[src/rtl/sysctl_regbank.sv]
module sysctl_regbank #(
  parameter int          AW       = 10,
  parameter int          LED_N    = 8,
  parameter int          ID_W     = 12,
  parameter logic [11:0] BOARD_ID = 12'h2A7
) (
  input  logic             clk,
  input  logic             por_n,
  input  logic             srst_n,
  input  logic             wr_en,
  input  logic             rd_en,
  input  logic [AW-1:0]    addr,
  input  logic [31:0]      wdata,
  output logic [31:0]      rdata,
  input  logic             card_present_i,
  input  logic             card_wp_i,
  input  logic             master_strap_i,
  output logic [LED_N-1:0] led_o,
  output logic             flash_wp_n_o
);
  localparam logic [AW-1:0] IX_ID    = AW'(0);
  localparam logic [AW-1:0] IX_LED   = AW'(2);
  localparam logic [AW-1:0] IX_FSET  = AW'(12);
  localparam logic [AW-1:0] IX_FCLR  = AW'(13);
  localparam logic [AW-1:0] IX_PSET  = AW'(14);
  localparam logic [AW-1:0] IX_PCLR  = AW'(15);
  localparam logic [AW-1:0] IX_CARD  = AW'(18);
  localparam logic [AW-1:0] IX_FLASH = AW'(19);
  localparam logic [AW-1:0] IX_MISC  = AW'(24);
  localparam int ID_LSB    = 16;
  localparam int STRAP_BIT = 14;

  logic [LED_N-1:0] led_q;
  logic             flash_q;
  logic [31:0]      flags_q;
  logic [31:0]      pflags_q;
  logic [1:0]       card_q;
  logic             strap_q;
  logic [31:0]      rd_mux;

  always_comb begin
    rd_mux = '0;
    case (addr)
      IX_ID:    rd_mux = 32'(BOARD_ID[ID_W-1:0]) << ID_LSB;
      IX_LED:   rd_mux = 32'(led_q);
      IX_FSET:  rd_mux = flags_q;
      IX_PSET:  rd_mux = pflags_q;
      IX_CARD:  rd_mux = 32'(card_q);
      IX_FLASH: rd_mux = 32'(flash_q);
      IX_MISC:  rd_mux = 32'(strap_q) << STRAP_BIT;
      default:  rd_mux = '0;
    endcase
  end

  always_ff @(posedge clk or negedge por_n) begin
    if (!por_n) begin
      led_q    <= '0;
      flash_q  <= 1'b0;
      flags_q  <= '0;
      pflags_q <= '0;
      card_q   <= '0;
      strap_q  <= 1'b0;
      rdata    <= '0;
    end else begin
      card_q  <= {card_wp_i, card_present_i};
      strap_q <= master_strap_i;
      rdata   <= rd_en ? rd_mux : '0;
      if (wr_en && addr == IX_PSET)      pflags_q <= pflags_q | wdata;
      else if (wr_en && addr == IX_PCLR) pflags_q <= pflags_q & ~wdata;
      if (!srst_n) begin
        led_q   <= '0;
        flash_q <= 1'b0;
        flags_q <= '0;
      end else if (wr_en) begin
        case (addr)
          IX_LED:   led_q   <= wdata[LED_N-1:0];
          IX_FLASH: flash_q <= wdata[0];
          IX_FSET:  flags_q <= flags_q | wdata;
          IX_FCLR:  flags_q <= flags_q & ~wdata;
          default:  ;
        endcase
      end
    end
  end

  assign led_o        = led_q;
  assign flash_wp_n_o = flash_q;
endmodule


[config.mk]
export PLATFORM = sky130hd
export DESIGN_NAME = sysctl_regbank
export DESIGN_NICKNAME = d
export VERILOG_FILES = /design/src/rtl/sysctl_regbank.sv
export SDC_FILE = /design/constraint.sdc
export NUM_CORES = 1
export LEC_CHECK = 0
export BUFFER_PORTS_ARGS = -buffer_cell sky130_fd_sc_hd__buf_2
export CORE_MARGIN = 3
export CORE_UTILIZATION = 35
export CTS_BUF_LIST = sky130_fd_sc_hd__clkbuf_4 sky130_fd_sc_hd__clkbuf_8 sky130_fd_sc_hd__clkbuf_16
export DETAILED_ROUTE_END_ITERATION = 6
export PLACE_DENSITY = 0.52
export SLEW_MARGIN = 20
export SYNTH_ARGS = -nofsm -noshare
export SYNTH_HDL_FRONTEND = slang
export SYNTH_SLANG_ARGS = --single-unit
[constraint.sdc]
create_clock -name clk -period 1.5 [get_ports clk]
set_input_delay 0.075 -clock clk [delete_from_list [all_inputs] [get_ports clk]]
set_output_delay 0.075 -clock clk [all_outputs]
set_load 0.02 [all_outputs]
# --- After elaboration in Yosys (flattened, before gate mapping) ---
# Cells that the tools add are included.
classes:
  n_reduce_logical: 7
  bitwise: 5
  n_mux: 13
  n_eq_ne: 12
op_table:
  columns: ["cell", "count"]
  rows:
  - ["one-hot mux 32 bit (7 select lines)", 1]
  - ["two-way mux 32 bit", 5]
  - ["bitwise AND 32 bit", 2]
  - ["OR 32 bit", 2]
  - ["one-hot mux 32 bit (2 select lines)", 1]
  - ["== test 10 x 4 -> 1 bit (second input constant)", 4]
  - ["inverter 32 bit", 1]
  - ["== test 10 x 5 -> 1 bit (second input constant)", 3]
  - ["two-way mux 8 bit", 3]
  - ["== test 10 x 2 -> 1 bit (second input constant)", 1]
  - ["zero test 10 bit", 1]
  - ["!= test 2 x 1 -> 1 bit (second input constant)", 3]
  - ["AND reduction 2 bit", 3]
  - ["two-way mux 1 bit", 3]
  - ["!= test 3 x 1 -> 1 bit (second input constant)", 1]
  - ["logical AND 1 bit", 2]
  - ["nonzero test 2 bit", 1]
word_totals:
  wordCells: 44
  regBits: 108
  in_bits: 50
  output_inout_bits: 41

# --- Longest topological paths before layout ---
depth:
  ltp_word: 5
  depth_mapped: 6
  mapped_depth_nobuf: 4

# --- Worst setup path after synthesis ---
# Ideal clock, no wire load.
synth_timing:
  path_kind: "input-to-reg"
  startpoint: "in addr[7]"
  endpoint: "reg with a tool-made name"
  setup_ps: 137
  n_path_buf: 2
  t_arrival_ps: 1238
  required_time_ps: 1363
  path_stages: 6
  path_slack_ps: 125
  path_cell_list: "or3_1 -> buf_6 -> nor3_4 -> buf_6 -> nand3_1 -> mux2i_1"
synth_rtl:
  columns: ["element", "line_no", "rtl"]
  rows:
  - ["from (decl)", "12", "input logic [AW-1:0] addr,"]

# --- Worst setup path in the final report ---
layout_timing:
  startpoint: "reg flash_q (netlist: flash_wp_n_o)"
  endpoint: "reg rdata[0]"
layout_via:
  elab_chain_cells: 2
layout_rtl:
  columns: ["element", "line_no", "rtl"]
  rows:
  - ["from (decl)", "34", "logic flash_q;"]
  - ["from (signal assigned)", "77", "IX_FLASH: flash_q <= wdata[0];"]
  - ["one-hot mux 32 bit (7 select lines)", "43", "case (addr)"]
  - ["two-way mux 32 bit", "67", "rdata <= rd_en ? rd_mux : '0;"]
  - ["to (signal assigned)", "67", null]
  - ["to (decl)", "14", "output logic [31:0] rdata,"]
# Every way passes these cells.
# A chain may end at the register's enable or synchronous reset.

==> impl_summary.md <==
Clock network
Clock tree synthesis inserted a total of 9 buffers. The buffer cell driving the clock tree root is clkbuf_16. Clock latency on the worst-skew pair, taken at its later pin, is roughly 0.36 ns. Clock-pin slew was measured on the worst setup and hold paths at 0.07 ns. The H-tree depth is 3. The total number of clock tree sinks is about 110. TritonCTS built the clock tree.

The clock passes through at most 2 buffers. In this run the post-CTS setup repair buffer count came out at 0.

Cells and area
The area growth from synthesis to final layout is 26.3%. The fraction of final layout cells with drive strength greater than 1 is around 30%. The final core utilization is 46.2%. The antenna diode count is 0.

The most common library cell in the layout ignoring fill and taps is dfrtp_1. Counting the fill cells in the layout gives 1343. In the layout the commonest cells are dfrtp_1, buf_2, mux2i_1. After the last flow step, the layout net total stands at roughly 650.

Timing
The minimum clock period is roughly 1.3 ns. The max-slew violation count is 0. The largest clock skew in the final design is 0.00544 ns.

Measured against its own limit, the worst slew margin works out to approximately 52%. The final number of hold-violating endpoints was 0. The slew at the pin with the worst max-slew slack is approximately 0.7 ns. The final clock period utilization by the worst path is a little under nine tenths. The final setup violation count is 0. Setup repair after global routing left no endpoint under its margin.

Timing would allow up to 775 MHz.

Yosys
The post-synthesis instance area is around 5200 µm². The synthesized netlist net count is between 500 and 600. The number of different library cells used by synthesis comes to 41.

The average instance area after synthesis is roughly 11 µm². The register bit count reported by yosys is between 100 and 150. Sequential elements use a little over half of the synthesized area. The number of warnings reported in the yosys synthesis log is 0. Synthesis produced between 400 and 500 cells.

Detailed routing
The detailed router finished its first iteration with about 210 violations. In the detailed route, the total length drawn on met2 is between 6 and 7 mm. The top layer used by detailed routing is met4. The routed wirelength normalized by instance count is 18.2 µm.

The length of the first detailed-routing pass in iterations is 5. The remaining design rule violation count is 0. The detailed router placed roughly 4000 vias in this run.

The routed design has about 14 mm of wire. After detailed routing, the met3 layer carries 865 µm of wire. The average via count per standard cell is roughly 5.1. In the final routing, the length of wire on met1 measures between 6 and 7 mm. The antenna violation net count after detailed routing is 0.

Global routing
Entering global routing, the biggest net connects 42 pins. After global routing the overflow that remains totals 0. The global-route wire length before repair is between 20 and 25 mm. The via count of the first global-routing pass is between 4000 and 5000.

The number of antenna violations at the first check in global routing was 0. The overall global routing resource usage is 18.5%.

Place
The number of buffers added on ports is 90. The HPWL after detailed placement is between 9 and 10 mm. At the end of routability-driven placement, the weighted congestion stood at roughly 0.81.

Power and ir drop
The leakage component of the power is around 3.5 nW. The worst voltage drop across the vdd grid is 0.000552 V. The design draws just under 0.006 W. In this run the power density over the cells is roughly 900 nW/µm².

Critical path
The worst path arrival time is 1.49 ns. In this run the worst path has a maximum fanout of 3. In this run the number of cells on the critical path is 4. The critical path required time is ~1.7 ns. The source of the worst register-to-register timing path is flash_wp_n_o.

The critical path start-end classification is flip-flop to flip-flop. In this run the worst setup path terminates at rdata[0]. In this design, the largest share of critical-path delay is due to flip-flops. The cell with the biggest individual delay on the critical path is dfrtp_1. The worst setup path is launched from a flip-flop. The signal on the critical path passes through mux2_2, a22o_1, a32oi_1, nor3_1. The sum of buffers and inverters on the critical path is 0. In this design, the stage delay of the slowest critical-path cell is 0.39 ns. The endpoint identified for the worst register-to-register timing path is rdata[0]. The source of the critical timing path is flash_wp_n_o. In this run the register-to-register setup slack is between 0.2 and 0.25 ns. STA classifies the critical path endpoint as a flip-flop.

Measured in cells, the most critical reg-to-reg path has a length of 4.

Floorplan
The region available for standard cell placement spans between 10000 and 15000 µm². The number of I/O pins is 91. The width of the die is ~130 µm.

The starting density of the core is 36.6%. The vertical die dimension is roughly 130 µm. The number of rows in the core area is between 40 and 50. The die outline area is around 16000 µm².

Status
The flow ran to the end, and the final reports show no timing, DRC or antenna violations.

Run
The max-capacitance violation count is 0.

Worst hold path
The path class of the tightest hold or removal check is input port to flip-flop.
==> power by group <==
part | leakage [nW] | total, W | internal [W] | switching (W)
sequential | 1.34 | 0.00294 | 0.00293 | 0.00000887
combinational | 2.06 | 0.000506 | 0.000201 | 0.000305
clock | 0.148 | 0.00245 | 0.00140 | 0.00106
==> cell type report <==
class / count / area [µm²] / area share, %
flip-flops and latches: 108 / 2700 / 41.3
inverters: 33 / 124 / 1.89
clock buffers: 12 / 260 / 3.98
clock inverters: 3 / 46.3 / 0.707
multi-input cells: 305 / 2160 / 33.1
repair buffers: 147 / 1020 / 15.6
well taps: 180 / 225 / 3.44
==> stage by stage <==
step           setup TNS [ns]  std cells  hold WS (ns)  worst slack [ns]  instance area, µm²
2_1_floorplan               0        480        -0.221             0.125                5180
3_3_place_gp            -6.76        762        0.0515            -0.131                6130
3_5_place_dp            -7.49        762        0.0656            -0.142                6130
4_1_cts                     0        788     0.0000613             0.213                6540
5_1_grt                     0        788       0.00517             0.159                6540
6_report                    0        788       0.00355             0.209                6540
==> timing repair <==
item | in CTS | in global routing
hold buffers | 11 | 0
gates resized for setup | 0 | 0
hold endpoints to repair | 39 | 0
setup endpoints to repair | 0 | 0
==> tightest hold or removal path, stage by stage <==
cell and delay, ns:
buf_2 0.11, nand3_1 0.07, mux2i_1 0.07
==> cells in the mapped netlist, drive strengths merged <==
cell	count	share of area, %
a32oi	2	0.34
a22o	1	0.17
and3	1	0.12
a211oi	8	1.4
buf	19	2.7
a22oi	23	3.3
nand3b	2	0.36
dfrtp	108	52
clkbuf	15	1.1
nor3b	2	0.39
nor3	12	2.3
o21ai	1	0.097
nor2b	10	1.2
and2	2	0.24
mux2	9	2.0
nand2	60	4.3
nor2	25	2.0
or3	2	0.24
inv	33	2.4
and4	1	0.17
nor4	4	1.0
nand3	48	4.6
nand4	9	1.2
nor4b	2	0.92
a21o	6	0.87
xnor2	1	0.17
mux2i	74	14
==> worst min path at each step <==
stage	from	to	slack [ns]	cells past startpoint
CTS	wdata[27]	flags_q[27]	0.00006	3
floorplan	por_n	asynchronous set/reset pin	-0.22	0
detailed placement	por_n	rdata[11]	0.07	1
finish	wdata[24]	flags_q[24]	0.004	3
global route	wdata[19]	flags_q[19]	0.005	3
global placement	por_n	rdata[11]	0.05	1
==> cells by family (layout without fill, tap and decap cells) <==
| kind of cell | Yosys count | in the layout | share of synthesized area, % |
|---|---|---|---|
| buf+inv | 67 | 195 | 6.16 |
| flops | 108 | 108 | 52.2 |
| mux | 83 | 83 | 16.3 |
| compound gates | 41 | 41 | 6.16 |
| xor+xnor | 1 | 1 | 0.169 |
| simple gates | 180 | 180 | 19.1 |
==> metal layers <==
layer | track usage, % | vias up
li1 | - | 1899
met4 | 5.62 | 0
met2 | 30.3 | 127
met1 | 24.8 | 2002
met5 | 0 | -
met3 | 4.17 | 13
Note: power is estimated with default switching activity, not from simulation.
